### config.mk
export PLATFORM = sky130hd
export DESIGN_NAME = link_payload_mux
export DESIGN_NICKNAME = d
export VERILOG_FILES = /design/src/rtl/lpm_pkg.sv /design/src/rtl/lpm_rst_sync.sv /design/src/rtl/lpm_prbs.sv /design/src/rtl/lpm_router.sv /design/src/rtl/lpm_overlay.sv /design/src/rtl/link_payload_mux.sv
export SDC_FILE = /design/constraint.sdc
export NUM_CORES = 1
export LEC_CHECK = 0
export BUFFER_PORTS_ARGS = -buffer_cell sky130_fd_sc_hd__buf_4
export CORE_AREA = 2 2 147 120
export CTS_CLUSTER_SIZE = 28
export DETAILED_ROUTE_END_ITERATION = 8
export DIE_AREA = 0 0 149 122
export SYNTH_ARGS = -nofsm -noshare
export SYNTH_HDL_FRONTEND = slang
export SYNTH_SLANG_ARGS = --single-unit
### constraint.sdc
create_clock -name clk -period 3.9 [get_ports clk]
set_input_delay 0.585 -clock clk [delete_from_list [all_inputs] [get_ports clk]]
set_output_delay 0.585 -clock clk [all_outputs]
set_load 0.05 [all_outputs]
### src/rtl/lpm_pkg.sv
package lpm_pkg;
  localparam int NLINK   = 3;
  localparam int WORD_W  = 32;
  localparam int TP_W    = 36;
  localparam int ROUTE_W = 19;
  localparam int NARROW_W = 18;
  localparam int CHK_W   = 8;
  localparam int LO_W    = 24;
  localparam int XN_W    = 7;
  localparam int PRBS_W  = 31;

  typedef enum logic [2:0] {
    K_PLAIN, K_CHK, K_XNUM, K_TWORD, K_PRBS, K_IDLE, K_FTEST
  } kind_t;

  function automatic kind_t decode_mode(input logic [7:0] m);
    kind_t k;
    if (m[5])             k = K_FTEST;
    else if (m[4])        k = K_IDLE;
    else if (m[3] && m[2]) k = K_PRBS;
    else if (m[3])        k = K_TWORD;
    else if (m[1])        k = K_XNUM;
    else if (m[0])        k = K_CHK;
    else                  k = K_PLAIN;
    return k;
  endfunction
endpackage

### src/rtl/lpm_rst_sync.sv
module lpm_rst_sync (
  input  logic clk,
  input  logic rst_n,
  output logic rst_n_sync
);
  logic [1:0] sync_q;
  logic [1:0] sync_d;

  always_comb sync_d = {sync_q[0], 1'b1};

  always_ff @(posedge clk or negedge rst_n) begin
    if (!rst_n) sync_q <= 2'b00;
    else        sync_q <= sync_d;
  end

  assign rst_n_sync = sync_q[1];
endmodule

### src/rtl/lpm_prbs.sv
module lpm_prbs #(
  parameter int W    = 31,
  parameter int TAP  = 28,
  parameter logic [W-1:0] SEED = {{(W-1){1'b0}}, 1'b1}
) (
  input  logic         clk,
  input  logic         rst_n,
  input  logic         step_en,
  output logic [W-1:0] state
);
  logic [W-1:0] state_q;
  logic [W-1:0] state_d;
  logic         fb;

  always_comb begin
    fb      = state_q[W-1] ^ state_q[TAP-1];
    state_d = state_q;
    if (step_en) state_d = {state_q[W-2:0], fb};
  end

  always_ff @(posedge clk or negedge rst_n) begin
    if (!rst_n) state_q <= SEED;
    else        state_q <= state_d;
  end

  assign state = state_q;

  a_r8_state_nonzero: assert property (@(posedge clk) disable iff (!rst_n)
    state_q != '0);
  a_r8_one_step: assert property (@(posedge clk) disable iff (!rst_n)
    step_en |=> state_q == {$past(state_q[W-2:0]), $past(state_q[W-1] ^ state_q[TAP-1])});
endmodule

### src/rtl/lpm_router.sv
module lpm_router
  import lpm_pkg::*;
(
  input  logic [7:0]                       map_sel,
  input  logic [TP_W-1:0]                  src_a,
  input  logic [TP_W-1:0]                  src_b,
  output logic [NLINK-1:0][ROUTE_W-1:0]    route
);
  localparam int PAD_W = ROUTE_W - NARROW_W;

  logic [ROUTE_W-1:0] broadcast;

  always_comb begin
    case (map_sel)
      8'hFC:   broadcast = {{PAD_W{1'b0}}, src_a[NARROW_W-1:0]};
      8'hFD:   broadcast = {{PAD_W{1'b0}}, src_a[2*NARROW_W-1:NARROW_W]};
      8'hFE:   broadcast = {{PAD_W{1'b0}}, src_b[NARROW_W-1:0]};
      8'hFF:   broadcast = {{PAD_W{1'b0}}, src_b[2*NARROW_W-1:NARROW_W]};
      default: broadcast = '0;
    endcase
  end

  for (genvar i = 0; i < NLINK; i++) begin : g_link
    localparam bit EVEN = (i % 2) == 0;
    logic [ROUTE_W-1:0] alt_first;
    logic [ROUTE_W-1:0] alt_second;
    assign alt_first  = EVEN ? src_a[ROUTE_W-1:0] : src_b[ROUTE_W-1:0];
    assign alt_second = EVEN ? src_b[ROUTE_W-1:0] : src_a[ROUTE_W-1:0];
    always_comb begin
      if (map_sel == 8'h00)      route[i] = alt_first;
      else if (map_sel == 8'h01) route[i] = alt_second;
      else                       route[i] = broadcast;
    end
  end
endmodule

### src/rtl/lpm_overlay.sv
module lpm_overlay
  import lpm_pkg::*;
(
  input  logic                clk,
  input  logic                rst_n,
  input  kind_t               kind,
  input  logic [ROUTE_W-1:0]  route,
  input  logic [WORD_W-1:0]   test_word,
  input  logic [PRBS_W-1:0]   prbs,
  input  logic [XN_W-1:0]     xnum,
  input  logic                bc0,
  output logic [WORD_W-1:0]   data_q,
  output logic                idle_q,
  output logic                ftest_q
);
  localparam int GROUPS = LO_W / CHK_W;

  logic [LO_W-1:0]   low_field;
  logic [CHK_W-1:0]  chk;
  logic [WORD_W-1:0] data_d;
  logic              idle_d;
  logic              ftest_d;

  assign low_field = {{(LO_W-ROUTE_W){1'b0}}, route};

  always_comb begin
    chk = '0;
    for (int g = 0; g < GROUPS; g++) chk ^= low_field[g*CHK_W +: CHK_W];
  end

  always_comb begin
    data_d  = '0;
    idle_d  = 1'b0;
    ftest_d = 1'b0;
    case (kind)
      K_FTEST: ftest_d = 1'b1;
      K_IDLE:  idle_d  = 1'b1;
      K_PRBS:  data_d  = {{(WORD_W-PRBS_W){1'b0}}, prbs};
      K_TWORD: data_d  = test_word;
      K_XNUM:  data_d  = {xnum, bc0, low_field};
      K_CHK:   data_d  = {chk, low_field};
      default: data_d  = {{(WORD_W-LO_W){1'b0}}, low_field};
    endcase
  end

  always_ff @(posedge clk or negedge rst_n) begin
    if (!rst_n) begin
      data_q  <= '0;
      idle_q  <= 1'b0;
      ftest_q <= 1'b0;
    end else begin
      data_q  <= data_d;
      idle_q  <= idle_d;
      ftest_q <= ftest_d;
    end
  end

  a_r11_flags_exclusive: assert property (@(posedge clk) disable iff (!rst_n)
    !(idle_q && ftest_q));
  a_r10_flag_clears_word: assert property (@(posedge clk) disable iff (!rst_n)
    (idle_q || ftest_q) |-> data_q == '0);
endmodule

### src/rtl/link_payload_mux.sv
module link_payload_mux
  import lpm_pkg::*;
#(
  parameter int BXW = 12
) (
  input  logic                    clk,
  input  logic                    rst_n,
  input  logic [TP_W-1:0]         src_a,
  input  logic [TP_W-1:0]         src_b,
  input  logic [7:0]              mode_reg,
  input  logic [7:0]              map_sel,
  input  logic [WORD_W-1:0]       test_word,
  input  logic [BXW-1:0]          bx_count,
  input  logic                    bc0_flag,
  output logic [NLINK*WORD_W-1:0] link_data,
  output logic [NLINK-1:0]        link_idle,
  output logic [NLINK-1:0]        link_ftest
);
  logic                       rst_q;
  logic [PRBS_W-1:0]          prbs;
  logic [NLINK-1:0][ROUTE_W-1:0] route;
  kind_t                      kind;

  assign kind = decode_mode(mode_reg);

  lpm_rst_sync u_rst (
    .clk        (clk),
    .rst_n      (rst_n),
    .rst_n_sync (rst_q)
  );

  lpm_prbs #(.W(PRBS_W), .TAP(28)) u_prbs (
    .clk     (clk),
    .rst_n   (rst_q),
    .step_en (1'b1),
    .state   (prbs)
  );

  lpm_router u_route (
    .map_sel (map_sel),
    .src_a   (src_a),
    .src_b   (src_b),
    .route   (route)
  );

  for (genvar i = 0; i < NLINK; i++) begin : g_link
    lpm_overlay u_ovl (
      .clk       (clk),
      .rst_n     (rst_q),
      .kind      (kind),
      .route     (route[i]),
      .test_word (test_word),
      .prbs      (prbs),
      .xnum      (bx_count[XN_W-1:0]),
      .bc0       (bc0_flag),
      .data_q    (link_data[i*WORD_W +: WORD_W]),
      .idle_q    (link_idle[i]),
      .ftest_q   (link_ftest[i])
    );

    a_r2_upper_zero: assert property (@(posedge clk) disable iff (!rst_q)
      (mode_reg[5:0] == 6'd0) |=> link_data[i*WORD_W+ROUTE_W +: WORD_W-ROUTE_W] == '0);
  end

  a_r11_factory_all: assert property (@(posedge clk) disable iff (!rst_q)
    mode_reg[5] |=> (&link_ftest) && (link_idle == '0));
  a_r10_idle_all: assert property (@(posedge clk) disable iff (!rst_q)
    (!mode_reg[5] && mode_reg[4]) |=> (&link_idle) && (link_ftest == '0));
  a_r4_reserved_zero: assert property (@(posedge clk) disable iff (!rst_q)
    (mode_reg[5:0] == 6'd0 && map_sel >= 8'h02 && map_sel <= 8'hFB) |=> link_data == '0);
  a_r7_test_word: assert property (@(posedge clk) disable iff (!rst_q)
    (mode_reg[5:2] == 4'b0010) |=> link_data[WORD_W-1:0] == $past(test_word));
endmodule

==> flow_metrics.env, run 1 <==
export IMPL_die_x_um=149
export IMPL_drc=0
export IMPL_cp_start_kind="input port"
export IMPL_cts_buffers=9
export IMPL_port_buffers=229
export IMPL_io_pins=237
export IMPL_placed_cell_area_mm2=0.006417
export IMPL_worstPathCellList="buf_4 > nor4_1 > and4_1 > buf_4 > o21ai_0 > nand3_1 > xor2_1 > o21ai_0"
export IMPL_wl_um=16710
export IMPL_postLayoutCellArea_mm2=0.006773
export IMPL_setup_violations=0
export IMPL_grt_start_max_net_pins=68
export IMPL_grt_usage_pct=18.08
export IMPL_crit_slowest_cell="and4_1"
export IMPL_swShare_pct=25.20
export IMPL_ys_warn_count=0
export IMPL_synth_flop_cell="dfrtp_1"
export IMPL_sequentialPowerShare_pct=42.6
export IMPL_path_max_fanout=21
export IMPL_vias=4238
export IMPL_cts_tree="done"
export IMPL_p_int_w=0.001777
export IMPL_irDropWorstVdd_mv=0.2705
export IMPL_clk_pin_slew_worst_paths_ns=0.06
export IMPL_synth_top_cells_by_area="dfrtp_1, buf_4, mux4_2, o21ai_0, a221oi_1"
export IMPL_fin_crit_sh_pct=72.15
export IMPL_grt_pass1_vias=4130
export IMPL_drv_cap=0
export IMPL_crit_arrival_ns=3.00
export IMPL_required_ns=4.09
export IMPL_grt_pass1_wl_um=24530
export IMPL_synth_top_area_share_pct=48.68
export IMPL_ys_ff_latch=94
export IMPL_endpoint_kind="flip-flop"
export IMPL_synth_area_mm2=0.004781
export IMPL_relSlewSlack_pct=40.29
export IMPL_path_class="input port to flip-flop"
export IMPL_synthesis_nets=563
export IMPL_rows=43
export IMPL_syn_inst=428
export IMPL_routed_via_density=5.075
export IMPL_hold_viol=0
export IMPL_dieArea_mm2=0.01818
export IMPL_p_switching_w=0.0005987
export IMPL_drv_slew=0
export IMPL_first_pass_iters=5
export IMPL_clock_power_share_pct=42.2
export IMPL_cts_buffer_depth=2
export IMPL_nNetsFinal=740
export IMPL_tns_ns=0
export IMPL_rsz0062_at_grt="false"
export IMPL_hp_class="flip-flop to flip-flop"
export IMPL_fin_ws_ns=1.086
export IMPL_fin_worst_skew_ns=0.008219
export IMPL_clk_latency_ns=0.34
export IMPL_crit_path_max_incr_delay_ns=0.80
export IMPL_comb_power_share_pct=15.1
export IMPL_cts_sinks=94
export IMPL_p_per_area_mw_per_mm2=350.8
export IMPL_coreArea_mm2=0.01689
export IMPL_dp_hpwl_um=13120
export IMPL_post_cts_setup_buffers=0
export IMPL_drt_iter0_markers=246
export IMPL_status="finished, final reports clean"
export IMPL_synth_edf_count=0
export IMPL_leakagePower_nw=3.268
export IMPL_die_h_um=122
export IMPL_avgSynthCellArea_um2=11.17
export IMPL_yosysTopAreaCell="dfrtp_1"
export IMPL_postSynth_asyncResetShare_pct=100.0
export IMPL_ys_seq_area_share_pct=49.23
export IMPL_cts_root_buf="clkbuf_16"
export IMPL_gp_congestion=0.8680
export IMPL_worst_slew_pin_slew_ns=0.8874
export IMPL_drive_gt1_share_pct=45.74
export IMPL_initial_utilization_pct=28.30
export IMPL_place_ws_ns=0.7562
export IMPL_syn_to_final_growth_pct=41.66
export IMPL_cts_max_level=3
export IMPL_antenna_found_initial=0
export IMPL_cts_resized=0
export IMPL_hold_buffers=0
export IMPL_hold_slack_ns=0.3606
export IMPL_period_needed_ns=2.814
export IMPL_fmax_ghz=0.3554
export IMPL_grt_ovfl_total=0
export IMPL_wl_per_cell_um=20.01
export IMPL_ant_nets=0
export IMPL_synth_cell_types=53
export IMPL_diodes=0
[cell usage after synthesis (all sizes together) (2+ instances only)]
library cell  count
a21o              3
a21oi            11
a221o             4
a221oi           22
a22o              5
a22oi            22
a311o             3
a32o              7
a32oi             2
and3             13
and4              2
buf              56
clkbuf           16
dfrtp            93
inv               2
mux2i             3
mux4             13
nand2            22
nand3            10
nand4             5
nor2              5
nor2b             2
nor3              6
nor4              2
o211a             3
o211ai            3
o21ai            51
or2               3
xnor2            16
xor2              7
[power by group through the flow]
stage | logic, W | registers [W] | clock network [W]
6_report | 0.000360 | 0.00101 | 0.00100
4_1_cts | 0.000359 | 0.00101 | 0.00104
3_3_place_gp | 0.000357 | 0.00103 | 0
2_1_floorplan | 0.000141 | 0.00107 | 0
3_5_place_dp | 0.000359 | 0.00103 | 0
5_1_grt | 0.000380 | 0.00102 | 0.00107
[worst max-delay path: cells and delay by family]
| family | cells | cell delay, ns |
|---|---|---|
| buffers and inverters | 2 | 0.42 |
| AO/OA/AOI/OAI | 2 | 0.18 |
| XOR/XNOR | 1 | 0.19 |
| AND/OR/NAND/NOR | 3 | 1.62 |
[metrics by stage]
step | instances | total power, W | utilization, %
global route | 835 | 0.002463 | 40.09
finish | 835 | 0.002376 | 40.09
floorplan | 428 | 0.001215 | -
CTS | 834 | 0.002409 | 40.03
global placement | 818 | 0.001387 | 37.99
detailed placement | 818 | 0.001390 | 37.99
[layout by cell type, fill, tap and decap left out, types with 7 or more instances in the layout]
master,instances
and3_1,13
o21ai_0,48
clkbuf_16,9
xor2_1,7
nand2_1,22
mux4_2,13
nand3_1,10
xnor2_1,16
a22oi_1,22
a21oi_1,11
buf_4,237
a32o_1,7
dfrtp_1,92
a221oi_1,20
[flip-flops by register name, indices dropped and copies added (netlist names)]
name,count
g_link.u_ovl.idle_q,1
u_rst.sync_q,2
u_prbs.state,31
g_link.u_ovl.ftest_q,1
g_link.u_ovl.data_q,59
[cell type report]
class | count | area [um^2]
fillers | 1676 | 10120
flip-flops and latches | 94 | 2357
multi-input cells | 260 | 1992
repair buffers | 238 | 1789
well taps | 225 | 281.5
clock buffers | 9 | 225.2
clock inverters | 7 | 120.1
inverters | 2 | 7.507
[cells by family (layout without fill, tap and decap cells)]
kind of cell / after synthesis / in the layout / synth area share (%)
AOI/OAI and AO/OA: 144 / 144 / 21.43
DFF: 94 / 94 / 49.23
and+or+nand+nor: 76 / 76 / 8.637
buffers and inverters: 74 / 256 / 9.657
xor gates and xnor gates: 23 / 23 / 4.213
muxes: 16 / 16 / 6.752
other: 1 / 1 / 0.07844
[metal layers]
layer	global-route usage (%)	vias to the layer above	share of wire [%]
met5	0	-	0
met4	2.917	0	0.67
met3	3.483	9	5.4
met2	29.67	155	49
met1	25.36	2138	45
li1	-	1936	-
[path summary, 6_finish.rpt]
path,end,slack [ns],depth (start not counted),start
max,g_link[2].u_ovl.data_q[30]$_DFF_PN0_,1.09,8,map_sel[3]
min in group asynchronous,g_link[1].u_ovl.data_q[4]$_DFF_PN0_,0.45,0,u_rst.sync_q[1]$_DFF_PN0_
min reg2reg,u_rst.sync_q[1]$_DFF_PN0_,0.36,0,u_rst.sync_q[0]$_DFF_PN0_
max reg2reg,u_prbs.state[0]$_DFF_PN1_,2.55,1,u_rst.sync_q[1]$_DFF_PN0_
max in group asynchronous,u_prbs.state[0]$_DFF_PN1_,2.55,1,u_rst.sync_q[1]$_DFF_PN0_
min,u_rst.sync_q[1]$_DFF_PN0_,0.36,0,u_rst.sync_q[0]$_DFF_PN0_
Power figures use the tool's default switching activity.
==> inputs of run 2 (changes only) <==
--- a/config.mk
+++ b/config.mk
@@ -5,11 +5,12 @@
 export SDC_FILE = /design/constraint.sdc
 export NUM_CORES = 1
 export LEC_CHECK = 0
+export ABC_AREA = 1
 export BUFFER_PORTS_ARGS = -buffer_cell sky130_fd_sc_hd__buf_4
-export CORE_AREA = 2 2 147 120
+export CORE_AREA = 2 2 158 129
 export CTS_CLUSTER_SIZE = 28
 export DETAILED_ROUTE_END_ITERATION = 8
-export DIE_AREA = 0 0 149 122
+export DIE_AREA = 0 0 160 131
 export SYNTH_ARGS = -nofsm -noshare
 export SYNTH_HDL_FRONTEND = slang
 export SYNTH_SLANG_ARGS = --single-unit
==> constraint.sdc (replaced) <==
create_clock -name clk -period 2.8 [get_ports clk]
set_input_delay 0.42 -clock clk [delete_from_list [all_inputs] [get_ports clk]]
set_output_delay 0.42 -clock clk [all_outputs]
set_load 0.05 [all_outputs]
==> run 2 against run 1 <==
  * Register-to-register slack lost 0.96 ns
  * Total power grew 33%
  * Synthesized cell count grew 82%
  * Worst setup slack lost 0.48 ns
  * Cell count grew 47%
  * Area after synthesis grew 16%
  * Count of clock-buffer cells in the layout grew 4
  * Highest routed layer unchanged
  * Cell area grew 11%
  * Clock skew shrank 0.0015 ns
==> flow_metrics.env, run 2 <==
export IMPL_die_h_um=131
export IMPL_coreArea_mm2=0.01945
export IMPL_leakagePower_nw=4.327
export IMPL_crit_arrival_ns=2.42
export IMPL_required_ns=3.02
export IMPL_drv_cap=0
export IMPL_ys_warn_count=0
export IMPL_synth_flop_cell="dfrtp_1"
export IMPL_path_class="input port to flip-flop"
export IMPL_grt_ovfl_total=0
export IMPL_clock_power_share_pct=38.1
export IMPL_wl_per_cell_um=15.65
export IMPL_regMostFlops="g_link.u_ovl.data_q"
export IMPL_cts_max_level=3
export IMPL_synthTopCellsByCount="nand2_1, inv_1, dfrtp_1"
export IMPL_fmax_ghz=0.4566
export IMPL_clk_latency_ns=0.33
export IMPL_ys_ff_latch=94
export IMPL_hold_slack_ns=0.2152
export IMPL_wl_um=19260
export IMPL_yosysTopAreaCell="dfrtp_1"
export IMPL_cts_root_buf="clkbuf_16"
export IMPL_postSynth_asyncResetShare_pct=100.0
export IMPL_relSlewSlack_pct=48.19
export IMPL_hold_viol=0
export IMPL_grt_usage_pct=18.14
export IMPL_cts_tree="done"
export IMPL_endpoint_kind="flip-flop"
export IMPL_gp_congestion=0.8333
export IMPL_ys_seq_area_share_pct=42.28
export IMPL_setup_violations=0
export IMPL_drive_gt1_share_pct=28.96
export IMPL_tns_ns=0
export IMPL_synth_area_mm2=0.005567
export IMPL_swShare_pct=26.95
export IMPL_crit_path_max_incr_delay_ns=0.39
export IMPL_ant_nets=0
export IMPL_post_cts_setup_buffers=0
export IMPL_hold_buffers=1
export IMPL_grt_pass1_wl_um=28950
export IMPL_die_x_um=160
export IMPL_drv_slew=0
export IMPL_dieArea_mm2=0.02096
export IMPL_cts_buffer_depth=2
export IMPL_comb_power_share_pct=17.1
export IMPL_rsz0062_at_grt="false"
export IMPL_vias=5577
export IMPL_cts_resized=0
export IMPL_antenna_found_initial=0
export IMPL_final_cell_mix="buf_4, nand2_1, inv_1, dfrtp_1, nand3_1"
export IMPL_power_w=0.003162
export IMPL_irDropWorstVdd_mv=0.2609
export IMPL_worst_path_most_repeated_cell="nand2_1"
export IMPL_synth_top_cells_by_area="dfrtp_1, nand2_1, inv_1, nand3_1, buf_4"
export IMPL_worst_slew_pin_slew_ns=0.7772
export IMPL_clk_pin_slew_worst_paths_ns=0.07
export IMPL_path_max_fanout=17
export IMPL_routed_via_density=4.530
export IMPL_fin_crit_sh_pct=78.22
export IMPL_cts_buffers=9
export IMPL_diodes=0
export IMPL_yosysMostFrequentCell="nand2_1"
export IMPL_syn_to_final_growth_pct=35.63
export IMPL_rows=46
export IMPL_first_pass_iters=5
export IMPL_synth_top_area_share_pct=41.81
export IMPL_cp_start_kind="input port"
export IMPL_worstPathCellList="buf_4 > nor2_1 > nand2_1 > nor2_4 > nand3_2 > nand2_1 > buf_4 > inv_1 > nand2_1 > nand2_1"
export IMPL_avgSynthCellArea_um2=7.155
export IMPL_io_pins=237
export IMPL_cts_sinks=94
export IMPL_grt_pass1_vias=5043
export IMPL_final_common_cell="buf_4"
export IMPL_synthesis_nets=913
export IMPL_status="finished, final reports clean"
export IMPL_drt_iter0_markers=449
export IMPL_hp_class="input port to flip-flop"
export IMPL_largest_register_ff_count=59
export IMPL_fin_worst_skew_ns=0.006756
export IMPL_dp_hpwl_um=15650
export IMPL_drc=0
export IMPL_period_needed_ns=2.190
export IMPL_synth_edf_count=0
export IMPL_port_buffers=229
export IMPL_syn_inst=778
export IMPL_p_per_area_mw_per_mm2=418.9
export IMPL_p_int_w=0.002310
export IMPL_p_switching_w=0.0008522
export IMPL_initial_utilization_pct=28.61
export IMPL_sequentialPowerShare_pct=44.8
export IMPL_grt_start_max_net_pins=62
export IMPL_synth_cell_types=31
export IMPL_crit_slowest_cell="nand3_2"
export IMPL_nNetsFinal=1097
[run 2: cell count changes after synthesis, moves of 17 or more]
cell      previous run  this run
a221oi_1            20         0
a22oi_1             22         0
inv_1                2       130
nand2_1             22       203
nand3_1             10        86
nor2_1               5        52
o21ai_1              3        20
o22ai_1              1        33
[run 2: layout make-up]
cell class	count	area, um^2
clock buffers	13	250.2
clock inverters	3	45.04
fillers	2077	11900
inverters	135	506.7
multi-input cells	479	2233
flip-flops and latches	94	2357
well taps	264	330.3
repair buffers	243	1827
[run 2: cell families after synthesis]
logic type | count (synthesis) | synth area share, %
AO/OA/AOI/OAI | 118 | 12.12
XOR/XNOR | 1 | 0.1574
buffers and inverters | 205 | 17.69
flip-flops | 94 | 42.28
other | 1 | 0.06737
AND/OR/NAND/NOR | 359 | 27.69
[run 2: power by group through the flow]
stage / sequential (W) / combinational [W] / clock (W)
after floorplan: 0.00152 / 0.000205 / 0
after global placement: 0.00144 / 0.000538 / 0
after detailed placement: 0.00144 / 0.000539 / 0
after CTS: 0.00142 / 0.000542 / 0.00124
after global routing: 0.00142 / 0.000577 / 0.00129
final: 0.00142 / 0.000541 / 0.00121
[run 2: final timing paths]
check | start | endpoint | slack, ns | cells after the start
max | mode_reg[5] | g_link[1].u_ovl.data_q[11]$_DFF_PN0_ | 0.61 | 10
min | mode_reg[5] | g_link[1].u_ovl.ftest_q$_DFF_PN0_ | 0.22 | 1
max reg2reg | u_prbs.state[26]$_DFF_PN0_ | g_link[2].u_ovl.data_q[26]$_DFF_PN0_ | 1.59 | 4
min reg2reg | u_rst.sync_q[0]$_DFF_PN0_ | u_rst.sync_q[1]$_DFF_PN0_ | 0.35 | 0
max in group asynchronous | u_rst.sync_q[1]$_DFF_PN0_ | g_link[2].u_ovl.data_q[1]$_DFF_PN0_ | 1.63 | 1
min in group asynchronous | rst_n | u_rst.sync_q[1]$_DFF_PN0_ | 0.40 | 2
[run 2: routing by layer]
layer | GRT usage (%) | routed length [um] | vias to the layer above | part of all wire (%)
met5 | 0 | 0 | - | 0
li1 | - | - | 2771 | -
met2 | 25.06 | 7702 | 263 | 40
met3 | 3.725 | 1649 | 11 | 8.6
met4 | 4.505 | 189 | 0 | 0.98
met1 | 28.41 | 9722 | 2532 | 50
[run 2: critical path: cells and delay by family]
kind | cells | cell delay [ns]
and+or+nand+nor | 7 | 1.42
buffers and inverters | 3 | 0.55
[run 2: through the flow]
step           setup slack [ns]  instance area (um^2)  util (%)  cells
2_1_floorplan             1.138                  5568         -    778
3_3_place_gp             0.3608                  7244     37.24   1214
3_5_place_dp             0.2744                  7244     37.24   1214
4_1_cts                  0.6273                  7550     38.81   1231
5_1_grt                  0.4552                  7550     38.81   1231
6_report                 0.6098                  7550     38.81   1231
